File: src/rtl/spi_reg_pkg.sv
package spi_reg_pkg;
  localparam int FRAME_BITS = 16;
  localparam int DATA_W     = 8;
  localparam int ADDR_W     = 5;
  // Positions inside the 16-bit received frame (first bit lands in MSB)
  localparam int POS_RW     = FRAME_BITS - 1;
  localparam int POS_ADDR_H = POS_RW - 1;
  localparam int POS_ADDR_L = POS_RW - ADDR_W;
  localparam int POS_PAR    = POS_ADDR_L - 1;
  // Falling-edge index (1-based) after which the address is complete
  localparam int EDGE_ADDR  = 1 + ADDR_W;
  // Falling-edge index at which the parity bit arrives: read data captured
  localparam int EDGE_CAP   = EDGE_ADDR + 1;
endpackage

File: src/rtl/spi_sync.sv
module spi_sync #(
  parameter int W = 3,
  parameter logic [W-1:0] RST_VAL = '0
) (
  input  logic         clk,
  input  logic         rst,
  input  logic [W-1:0] din,
  output logic [W-1:0] dout
);
  for (genvar i = 0; i < W; i++) begin : g_bit
    logic s1, s2;
    always_ff @(posedge clk) begin
      if (rst) begin
        s1 <= RST_VAL[i];
        s2 <= RST_VAL[i];
      end else begin
        s1 <= din[i];
        s2 <= s1;
      end
    end
    assign dout[i] = s2;
  end
endmodule

File: src/rtl/spi_rx_frame.sv
module spi_rx_frame
  import spi_reg_pkg::*;
#(
  parameter int FBITS = FRAME_BITS,
  parameter int DW    = DATA_W,
  parameter int AW    = ADDR_W
) (
  input  logic          clk,
  input  logic          rst,
  input  logic          active,
  input  logic          ss_fall,
  input  logic          ss_rise,
  input  logic          sclk_fall,
  input  logic          mosi_s,
  input  logic [DW-1:0] reg_rdata,
  output logic [AW-1:0] reg_addr,
  output logic [DW-1:0] rd_cap,
  output logic          reg_we,
  output logic [DW-1:0] reg_wdata,
  output logic          frame_error
);
  localparam int CNT_W = $clog2(FBITS + 2) + 1;
  localparam logic [CNT_W-1:0] CNT_MAX  = '1;
  localparam logic [CNT_W-1:0] CNT_FULL = CNT_W'(FBITS);
  localparam logic [CNT_W-1:0] CNT_ADR  = CNT_W'(EDGE_ADDR - 1);
  localparam logic [CNT_W-1:0] CNT_CAP  = CNT_W'(EDGE_CAP - 1);

  logic [CNT_W-1:0] fcnt;
  logic [FBITS-1:0] sr;
  logic             len_ok, is_wr, par_ok;

  assign len_ok = (fcnt == CNT_FULL);
  assign is_wr  = ~sr[POS_RW];
  assign par_ok = (sr[POS_PAR] == ^sr[POS_RW:POS_ADDR_L]);

  // Shift in MOSI on falling edges, track edge count, address and read capture
  always_ff @(posedge clk) begin
    if (rst) begin
      fcnt     <= '0;
      sr       <= '0;
      reg_addr <= '0;
      rd_cap   <= '0;
    end else if (ss_fall) begin
      fcnt <= '0;
    end else if (active && sclk_fall) begin
      sr <= {sr[FBITS-2:0], mosi_s};
      if (fcnt != CNT_MAX) fcnt <= fcnt + 1'b1;
      if (fcnt == CNT_ADR) reg_addr <= {sr[AW-2:0], mosi_s};
      if (fcnt == CNT_CAP) rd_cap <= reg_rdata;
    end
  end

  // Commit or reject on the rising edge of slave select
  always_ff @(posedge clk) begin
    if (rst) begin
      reg_we      <= 1'b0;
      reg_wdata   <= '0;
      frame_error <= 1'b0;
    end else begin
      reg_we      <= 1'b0;
      frame_error <= 1'b0;
      if (ss_rise) begin
        if (len_ok && is_wr && par_ok) begin
          reg_we    <= 1'b1;
          reg_wdata <= sr[DW-1:0];
        end else if (!len_ok || (is_wr && !par_ok)) begin
          frame_error <= 1'b1;
        end
      end
    end
  end

  assert_we_single_R7: assert property (@(posedge clk) disable iff (rst)
    reg_we |=> !reg_we);
  assert_we_addr_stable_R7: assert property (@(posedge clk) disable iff (rst)
    reg_we |-> $stable(reg_addr));
  assert_we_not_error_R9: assert property (@(posedge clk) disable iff (rst)
    reg_we |-> !frame_error);
  assert_err_single_R9: assert property (@(posedge clk) disable iff (rst)
    frame_error |=> !frame_error);
endmodule

File: src/rtl/spi_tx.sv
module spi_tx
  import spi_reg_pkg::*;
#(
  parameter int FBITS = FRAME_BITS,
  parameter int DW    = DATA_W
) (
  input  logic          clk,
  input  logic          rst,
  input  logic          active,
  input  logic          ss_fall,
  input  logic          sclk_rise,
  input  logic [DW-1:0] status_in,
  input  logic [DW-1:0] rd_cap,
  output logic          miso,
  output logic          miso_oe
);
  localparam int CNT_W = $clog2(FBITS + 2) + 1;
  localparam logic [CNT_W-1:0] CNT_MAX = '1;

  logic [CNT_W-1:0] rc;
  logic [DW-1:0]    st_lat;
  logic             nxt_bit;

  // Bit to present for the rc-th rising edge: status first, then read data
  always_comb begin
    int idx;
    idx = int'(rc);
    nxt_bit = 1'b0;
    if (idx < DW)            nxt_bit = st_lat[DW-1-idx];
    else if (idx < 2 * DW)   nxt_bit = rd_cap[2*DW-1-idx];
  end

  always_ff @(posedge clk) begin
    if (rst) begin
      rc      <= '0;
      st_lat  <= '0;
      miso    <= 1'b0;
      miso_oe <= 1'b0;
    end else begin
      miso_oe <= active;
      if (ss_fall) begin
        rc     <= '0;
        st_lat <= status_in;
        miso   <= status_in[DW-1];
      end else if (active && sclk_rise) begin
        miso <= nxt_bit;
        if (rc != CNT_MAX) rc <= rc + 1'b1;
      end
    end
  end
endmodule

File: src/rtl/spi_reg_slave.sv
module spi_reg_slave
  import spi_reg_pkg::*;
#(
  parameter int FBITS = FRAME_BITS,
  parameter int DW    = DATA_W,
  parameter int AW    = ADDR_W
) (
  input  logic          clk,
  input  logic          rst,
  input  logic          ss_n,
  input  logic          sclk,
  input  logic          mosi,
  output logic          miso,
  output logic          miso_oe,
  input  logic [DW-1:0] status_in,
  output logic          reg_we,
  output logic [AW-1:0] reg_addr,
  output logic [DW-1:0] reg_wdata,
  input  logic [DW-1:0] reg_rdata,
  output logic          frame_error
);
  logic [2:0] s_vec;
  logic       ss_s, sclk_s, mosi_s;
  logic       ss_q, sclk_q;
  logic       ss_fall, ss_rise, sclk_fall, sclk_rise, active;
  logic [DW-1:0] rd_cap;

  spi_sync #(.W(3), .RST_VAL(3'b001)) u_sync (
    .clk(clk), .rst(rst), .din({mosi, sclk, ss_n}), .dout(s_vec)
  );
  assign ss_s   = s_vec[0];
  assign sclk_s = s_vec[1];
  assign mosi_s = s_vec[2];

  always_ff @(posedge clk) begin
    if (rst) begin
      ss_q   <= 1'b1;
      sclk_q <= 1'b0;
    end else begin
      ss_q   <= ss_s;
      sclk_q <= sclk_s;
    end
  end

  assign active    = ~ss_s;
  assign ss_fall   = ss_q & ~ss_s;
  assign ss_rise   = ~ss_q & ss_s;
  assign sclk_fall = sclk_q & ~sclk_s;
  assign sclk_rise = ~sclk_q & sclk_s;

  spi_rx_frame #(.FBITS(FBITS), .DW(DW), .AW(AW)) u_rx (
    .clk(clk), .rst(rst), .active(active), .ss_fall(ss_fall),
    .ss_rise(ss_rise), .sclk_fall(sclk_fall), .mosi_s(mosi_s),
    .reg_rdata(reg_rdata), .reg_addr(reg_addr), .rd_cap(rd_cap),
    .reg_we(reg_we), .reg_wdata(reg_wdata), .frame_error(frame_error)
  );

  spi_tx #(.FBITS(FBITS), .DW(DW)) u_tx (
    .clk(clk), .rst(rst), .active(active), .ss_fall(ss_fall),
    .sclk_rise(sclk_rise), .status_in(status_in), .rd_cap(rd_cap),
    .miso(miso), .miso_oe(miso_oe)
  );

  assert_err_oe_off_R8: assert property (@(posedge clk) disable iff (rst)
    frame_error |-> !miso_oe);
  assert_we_oe_off_R8: assert property (@(posedge clk) disable iff (rst)
    reg_we |-> !miso_oe);
endmodule

File: config.mk
export PLATFORM = sky130hd
export DESIGN_NAME = spi_reg_slave
export DESIGN_NICKNAME = d
export VERILOG_FILES = /design/src/rtl/spi_reg_pkg.sv /design/src/rtl/spi_sync.sv /design/src/rtl/spi_rx_frame.sv /design/src/rtl/spi_tx.sv /design/src/rtl/spi_reg_slave.sv
export SDC_FILE = /design/constraint.sdc
export NUM_CORES = 1
export LEC_CHECK = 0
export CORE_ASPECT_RATIO = 0.7
export CORE_MARGIN = 4
export CORE_UTILIZATION = 43
export DETAILED_ROUTE_END_ITERATION = 16
export GPL_ROUTABILITY_DRIVEN = 0
export SLEW_MARGIN = 20
export SYNTH_ARGS = -nofsm -noshare
export SYNTH_HDL_FRONTEND = slang
export SYNTH_SLANG_ARGS = --single-unit
File: constraint.sdc
create_clock -name clk -period 1.8 [get_ports clk]
set_input_delay 0.36 -clock clk [delete_from_list [all_inputs] [get_ports clk]]
set_output_delay 0.36 -clock clk [all_outputs]
set_load 0.02 [all_outputs]
==> run summary, run 1 <==
The flow ran to the end, and the final reports show no timing, DRC or antenna violations. The overall die width is 105 µm. The top-area cell type share of the netlist area is 0.488, and the net total in the final layout is 374. The max-capacitance violation count was 0. On the critical path the largest part of the delay comes from buffers and inverters.

The setup path with the least slack is of type flip-flop to output pin. For the portion of total power attributed to combinational logic, the log shows 0.039. The average wire per standard cell works out to 13.5 µm. Class of the tightest hold or removal check: flip-flop to flip-flop. From synthesis to final layout, the design area changed by 26.0%.

TritonCTS built the clock tree. The synthesized design spends more area on one cell type than any other, namely sky130_fd_sc_hd__dfxtp_1. The netlist uses 38 different library cells. The path with the worst hold slack has its endpoint at u_sync.g_bit[1].s2. The tools report the gate count after technology mapping as 303. For this design, the CTS-stage hold fixing added 0 buffers. For the post-route DRC violation count, the log shows 0. Depth of the most critical reg-to-reg path: 4. In this run the vertical extent of the chip is 75.9 µm. The post-detailed-route via-to-cell ratio was 5.12. The worst slack at placement is 0.140 ns. The aggregate global-route resource usage was 0.163. The power dissipated by switching net loads is 610 µW, and the accumulated negative setup slack is 0 ns.

The top achievable clock speed was 598 MHz; the cell count of the worst hold path was 1. Between clock sinks in the finished design, the worst skew comes to 0.00557 ns. Traced cell by cell, the critical path runs through clkdlybuf4s50_1. Hold is met by 0.437 ns. Number of buffer and inverter stages on the critical path: 1. The power share of the clock group was 0.456.

The first TritonRoute pass finished after 4 iterations. Wires add up to 5830 µm. For the sequential fraction of design power, the log shows 0.505. The cell area after synthesis came out at 0.00283 mm². The first global-routing pass estimated 10200 µm of wire.

For this run the aggregate overflow at the end of global routing stands at 0. For the worst setup path, the data arrival time is 1.31 ns. The detail route stage leaves a number of antenna-violating nets equal to 0. The clock slew at the register clock pins of the worst setup and hold paths is 0.07 ns.

The peak ir drop on the vdd network is 0.414 mV, and the static leakage is 0.00133 µW. The internal power of the cells totals 2460 µW. Averaged over all synthesized cells, the footprint is 9.34 µm². Entering global routing, the biggest net connects 36 pins. Total power per unit cell area: 861 mW/mm². The run gives 0 as the initial antenna violation count. In this run the core area contains 24 standard-cell rows. The worst setup path is captured at an output pin.

Clock tree synthesis inserted a total of 9 buffers. The switching part of the total was 0.199. The logs give 0 for the diode insertion count for antenna repair and 0 for the number of max-slew violations in the final report.

The worst register-to-register path begins at u_sync.g_bit[1].s2. The share of flip-flops with an asynchronous set or reset was 0; the sequential element share of the synthesized area was 0.488. CTS built an H-tree with a depth of 3. The setup check on the worst reg-to-reg path leaves a slack of 0.13 ns. The total clock sinks was 69.

The startpoint identified for the worst hold timing path is u_sync.g_bit[1].s1. The half-perimeter wire length after detailed placement was 4140 µm. Yosys printed 0 warnings.

The logs give 0.618 for the headroom to the max-slew limit and 0.00334 mm² for the placement-stage cell area. The tools report the via count of the first global-routing pass as 2126. The most frequent cell after synthesis is sky130_fd_sc_hd__dfxtp_1.

Sorting the synthesized cells by how often they occur yields 69 x sky130_fd_sc_hd__dfxtp_1, 52 x sky130_fd_sc_hd__nand2_1, 34 x sky130_fd_sc_hd__a21oi_1, 27 x sky130_fd_sc_hd__nor2_1, 16 x sky130_fd_sc_hd__mux2i_1. The synthesized design contains 0 enable-type register cells. The run gives 329 as the total nets after synthesis.

The post-cts resize count came out at 0. The clock passes through at most 2 buffers. Setup repair after global routing left no endpoint under its margin.

Period utilization: 0.929. The final design area excluding fillers is 0.00356 mm², and the count of buffers added by post-CTS timing repair for setup is 0. The run gives 0 as the count of final hold-check violations. The clock root buffer is sky130_fd_sc_hd__clkbuf_8. The measured slew at the worst slew-check pin came out at 0.573 ns.

The worst-path cell with the longest stage delay is sky130_fd_sc_hd__clkdlybuf4s50_1. The most used flip-flop cell after synthesis is sky130_fd_sc_hd__dfxtp_1. Sorting the synthesized cells by area gives the leading types as sky130_fd_sc_hd__dfxtp_1 49%, sky130_fd_sc_hd__nand2_1 6.9%, sky130_fd_sc_hd__a21oi_1 6.0%, sky130_fd_sc_hd__mux2i_1 5.7%, sky130_fd_sc_hd__nor2_1 3.6%.

For the number of DRC markers in iteration 0, the log shows 84. The slack of the critical path came out at 0.127 ns. The proportion of layout cells with a drive suffix above 1 is 0.113.

For the initial core utilization, the log shows 0.449. In this run the count of I/O pins placed on the die edge is 38. The detailed-route via count is 2206. The worst setup path is launched from a flip-flop.

The number of synthesized register bits came out at 69. In this run the critical register-to-register path is captured at u_tx.miso. In this run the tool buffered the top-level ports with 37 buffer cells.

In this design, the stage delay of the slowest critical-path cell is 0.62 ns. The floorplan step defined a core boundary enclosing 0.00631 mm². Of all nets on the critical path, the largest fanout is 2. The clock insertion delay at the later pin of the skew report was 0.33 ns; the number of stages on the worst setup path was 1.

The die covers 0.00796 mm². At the worst endpoint, the required time is 1.44 ns. Setup violations remaining at the end of the flow were counted as 0.

The routed design could run at a clock period as short as 1.67 ns.
layer usage:
metal / GRT usage / part of all wire / vias up
met5: 0 / 0 / -
met4: 0.0597 / 0.0094 / 0
met3: 0.0483 / 0.040 / 6
met2: 0.232 / 0.41 / 41
met1: 0.234 / 0.54 / 1042
li1: - / - / 1117
state kept, by name, summed over array words and instances, names as in the netlist:
signal / flops
sclk_q: 1
ss_q: 1
u_rx.fcnt: 6
u_rx.frame_error: 1
u_rx.rd_cap: 8
u_rx.reg_addr: 5
u_rx.reg_wdata: 8
u_rx.reg_we: 1
u_rx.sr: 16
u_sync.g_bit.s1: 3
u_sync.g_bit.s2: 3
u_tx.miso: 1
u_tx.miso_oe: 1
u_tx.rc: 6
u_tx.st_lat: 8
stage by stage:
step | cells | utilization | total power [µW]
floorplan | 303 | - | 1630
global placement | 415 | 0.529 | 1700
detailed placement | 415 | 0.529 | 1700
CTS | 431 | 0.565 | 3100
global route | 431 | 0.565 | 3190
finish | 431 | 0.565 | 3070
worst reg2reg max path, stage by stage, from the launching register on:
cell and delay [ns]:
sky130_fd_sc_hd__dfxtp_1 0.40, sky130_fd_sc_hd__or3b_1 0.48, sky130_fd_sc_hd__or3_1 0.36, sky130_fd_sc_hd__a211o_1 0.27
sky130_fd_sc_hd__o21ai_1 0.10
power by group through the flow:
stage | logic, µW | registers (µW) | clock network (µW)
floorplan | 49.1 | 1590 | 0
global placement | 120 | 1580 | 0
detailed placement | 119 | 1590 | 0
CTS | 120 | 1550 | 1430
global route | 130 | 1550 | 1510
finish | 118 | 1550 | 1400
area by class of cell:
cell class	count	area [µm²]
Clock buffer	12	155
Clock inverter	4	70.1
Fill cell	596	2740
Inverter	5	18.8
Multi-Input combinational cell	213	1370
Sequential cell	69	1380
Tap cell	78	97.6
Timing Repair Buffer	50	475
placed cells by master, fill, tap and decap left out, types with 2 or more instances in the layout:
cell and count:
sky130_fd_sc_hd__xnor3_1 2, sky130_fd_sc_hd__nor3_1 2, sky130_fd_sc_hd__a211oi_1 3, sky130_fd_sc_hd__and4_1 2, sky130_fd_sc_hd__a21oi_1 34, sky130_fd_sc_hd__or2_2 2, sky130_fd_sc_hd__inv_1 5, sky130_fd_sc_hd__xnor2_1 11
sky130_fd_sc_hd__o21ai_0 8, sky130_fd_sc_hd__clkbuf_8 11, sky130_fd_sc_hd__nand3_1 14, sky130_fd_sc_hd__clkinv_2 2, sky130_fd_sc_hd__nor4b_1 2, sky130_fd_sc_hd__ha_1 5, sky130_fd_sc_hd__dfxtp_1 69, sky130_fd_sc_hd__nor2_1 27
sky130_fd_sc_hd__mux4_2 4, sky130_fd_sc_hd__mux2i_1 16, sky130_fd_sc_hd__a2111oi_2 2, sky130_fd_sc_hd__bufinv_16 2, sky130_fd_sc_hd__nor4_1 2, sky130_fd_sc_hd__nand2b_1 2, sky130_fd_sc_hd__nor2b_1 7, sky130_fd_sc_hd__or3b_1 2
sky130_fd_sc_hd__o21ai_1 2, sky130_fd_sc_hd__clkdlybuf4s50_1 36, sky130_fd_sc_hd__nand2_1 52, sky130_fd_sc_hd__buf_4 12
cells by family after synthesis:
family | count (synthesis) | share of synthesized area
buf+inv | 21 | 0.0292
mux | 20 | 0.0885
xor+xnor | 15 | 0.0615
compound gates | 51 | 0.102
flops | 69 | 0.488
simple gates | 122 | 0.208
fa+ha+maj | 5 | 0.0221
how the worst max path moves through the flow:
stage | start | endpoint | slack, ns
5_1_grt | u_rx.sr[13] | u_rx.frame_error | 0.03
3_5_place_dp | u_sync.g_bit[1].s2 | u_tx.miso | 0.14
6_report | u_rx.reg_addr[0] | reg_addr[0] | 0.13
3_3_place_gp | u_rx.sr[12] | u_rx.frame_error | 0.19
2_1_floorplan | u_sync.g_bit[0].s2 | u_rx.sr[0] | 0.20
4_1_cts | u_rx.reg_addr[0] | reg_addr[0] | 0.11
(Power assumes the default switching activity.)
==> run 2: changes to the inputs <==
--- a/config.mk
+++ b/config.mk
@@ -10,6 +10,7 @@
 export CORE_UTILIZATION = 43
 export DETAILED_ROUTE_END_ITERATION = 16
 export GPL_ROUTABILITY_DRIVEN = 0
+export REMOVE_ABC_BUFFERS = 1
 export SLEW_MARGIN = 20
 export SYNTH_ARGS = -nofsm -noshare
 export SYNTH_HDL_FRONTEND = slang
==> run 2 against run 1 <==
Net effect: wire length fell by 0.94%; power fell by 4.5%; setup slack improved by 0.0090 ns; register-to-register slack improved by 0.02 ns; sequential cell count did not move; core utilization rose by 0.060 points; count of clock-buffer cells in the layout fell by 2; die area did not move; sequential power barely moved; final cell count rose by 0.93%; non-clock buffer count rose by 4; critical path type unchanged; largest cell class unchanged; highest routed layer unchanged.
==> run summary, run 2 (synthesis results as in run 1) <==
The final layout contains 378 nets. The average wire per standard cell was 13.3 µm. The total clock sinks was 69. The register with the most flip-flops in the layout has 16 of them.

The depth of the most critical reg-to-reg path is 4. The number of stages on the worst setup path works out to 1. The number of clock buffers inserted by TritonCTS was 9. The smallest clock period supported by the final layout is computed as 1.66 ns.

The longest clock path from root to sink contains 2 buffers. For this design the ratio of total power to cell area is 822 mW/mm². The kind of cell with the highest combined delay along the critical path is buffers and inverters.

For the sum of routed wire length over all layers, the log shows 5770 µm. The count of final hold-check violations is 0. Once the clock tree was built, the resizer swapped 0 gates to a different size. The number of max-slew violations in the final report is 0, and the half-perimeter wire length after detailed placement is 4130 µm. In this run the core area contains 24 standard-cell rows. Setup violations remaining at the end of the flow were counted as 0. Buffers added to address setup during post-CTS repair amount to 0.

The worst setup path is launched from a flip-flop. Total of buffers placed on input and output ports: 37. Compared with the post-synthesis result, the final layout area differs by 26.1%.

The cell count of the worst hold path is 1. The detailed-routing iteration count for the pre-antenna-repair pass is 4. The met1 track utilization from global routing is 0.223. Measured along the x axis, the die boundary spans 105 µm. The clock tree skew after final layout was 0.00889 ns; the core outline area was 0.00631 mm². The tools report the maximum level of the CTS H-tree as 3. The aggregate global-route resource usage came out at 0.157. Clock root buffer: sky130_fd_sc_hd__clkbuf_8. Static timing analysis puts the maximum clock frequency at 601 MHz. The top cell types in the final layout, fill and taps aside, are 69 x sky130_fd_sc_hd__dfxtp_1, 52 x sky130_fd_sc_hd__nand2_1, 36 x sky130_fd_sc_hd__clkdlybuf4s50_1. Clock slew at the register clock pins of the worst setup and hold paths: 0.08 ns.

STA puts the critical path data arrival time at 1.30 ns. TritonCTS built the clock tree. The tools report the maximum number of pins on one net before global-route repair as 57. Worst-path maximum fanout: 2. The register with the highest flop count was u_rx.sr. The worst-path cell with the longest stage delay is sky130_fd_sc_hd__clkdlybuf4s50_1. The routing usage on met3 was 0.0601. The run finished with clean final reports. The run gives 0.449 as the initial core utilization.

The startpoint identified for the worst register-to-register timing path is u_sync.g_bit[1].s2. The count of nets left with antenna violations once routing finished came out at 0. The first global-routing pass estimated 9780 µm of wire.

Post-route DRC violation count: 0. The worst endpoint required time is 1.44 ns. The worst hold path belongs to the class flip-flop to flip-flop. Total I/O pin count: 38. In this run the critical register-to-register path is captured at u_tx.miso. The max-capacitance violation count is 0. The period utilization was 0.924; the hold buffer count at CTS was 0.

Headroom to the max-slew limit: 0.609. Static leakage: 0.00133 µW. 0 antenna diodes ended up in the layout.

The number of buffer and inverter stages on the critical path was 1; the detailed-route via count was 2174. The die is 75.9 µm tall. After filler insertion, the fill cell instance count of the layout stands at 573. The proportion of layout cells with a drive suffix above 1 was 0.123. In the routed layout, each cell is associated on average with a via count of 5.00. Setup repair after global routing left no endpoint under its margin. The via count of the first global-routing pass was 2040. The die covers 0.00796 mm². The tools report the number of DRC markers in iteration 0 as 83. The clock reaches the later pin of the worst-skew pair after 0.34 ns. The measured slew at the worst slew-check pin was 0.587 ns. Leaving out fill and tap cells, the most frequent cell in the layout is sky130_fd_sc_hd__dfxtp_1. Hold timing on the final database bottoms out at a slack of 0.413 ns. In this run the most critical hold path is launched from u_sync.g_bit[0].s1. For this run the aggregate overflow at the end of global routing stands at 0. Global-route track usage on met2: 0.222. Traced cell by cell, the critical path runs through clkdlybuf4s50_1. met1 is the most crowded layer. STA classifies the critical path endpoint as an output pin. The worst setup path is of the flip-flop to output pin kind. The longest individual stage delay on the worst path was 0.61 ns.

The logs give 0.15 ns for the setup slack of the worst register-to-register path and 0.470 mV for the peak ir drop on the vdd network. Setup total negative slack on the finished layout was measured at 0 ns. The path with the worst hold slack has its endpoint at u_sync.g_bit[0].s2. The initial antenna violation count came out at 0.
==> run 2: cell count changes in the layout (fill, tap and decap cells not counted), moves of 2 or more <==
cell,change
sky130_fd_sc_hd__inv_6,+2
sky130_fd_sc_hd__clkinv_2,-2
sky130_fd_sc_hd__buf_4,+4
sky130_fd_sc_hd__clkbuf_8,-2
sky130_fd_sc_hd__clkinvlp_4,+2
==> run 2: metal layers <==
layer	wire [µm]	up-vias
li1	-	1127
met1	3070	1003
met2	2380	40
met3	278	4
met4	44	0
met5	0	-
==> run 2: how the worst max path moves through the flow <==
stage / start / slack, ns / to
2_1_floorplan: ss_q / 0.06 / u_rx.reg_addr[0]
3_3_place_gp: u_sync.g_bit[1].s2 / 0.20 / u_tx.miso
3_5_place_dp: u_sync.g_bit[1].s2 / 0.16 / u_tx.miso
4_1_cts: u_rx.reg_addr[3] / 0.12 / reg_addr[3]
5_1_grt: u_sync.g_bit[1].s2 / 0.02 / u_tx.miso
6_report: u_rx.reg_addr[0] / 0.14 / reg_addr[0]
==> run 2: power by group <==
group          switching [µW]  internal [µW]  leakage, µW  total [µW]
sequential               8.61           1540     0.000558        1550
clock                     614            652    0.0000935        1270
combinational            50.4           66.7     0.000675         117
==> run 2: final cells by class <==
class | count | area [µm²] | share of cell area
tap | 78 | 97.6 | 0.0274
clock buffer | 10 | 128 | 0.0358
clock inverter | 6 | 71.3 | 0.0200
sequential | 69 | 1380 | 0.387
timing repair buffer | 54 | 505 | 0.142
inverter | 5 | 18.8 | 0.00526
multi-input combinational | 213 | 1370 | 0.383
==> run 2: per-stage QoR <==
stage	utilization	worst slack [ns]	std cells	total power, µW	area, µm²
5_1_grt	0.566	0.0157	435	3060	3570
4_1_cts	0.566	0.118	435	2960	3570
3_3_place_gp	0.534	0.202	419	1700	3370
2_1_floorplan	-	0.0632	287	1620	2770
3_5_place_dp	0.534	0.159	419	1700	3370
6_report	0.566	0.136	435	2930	3570
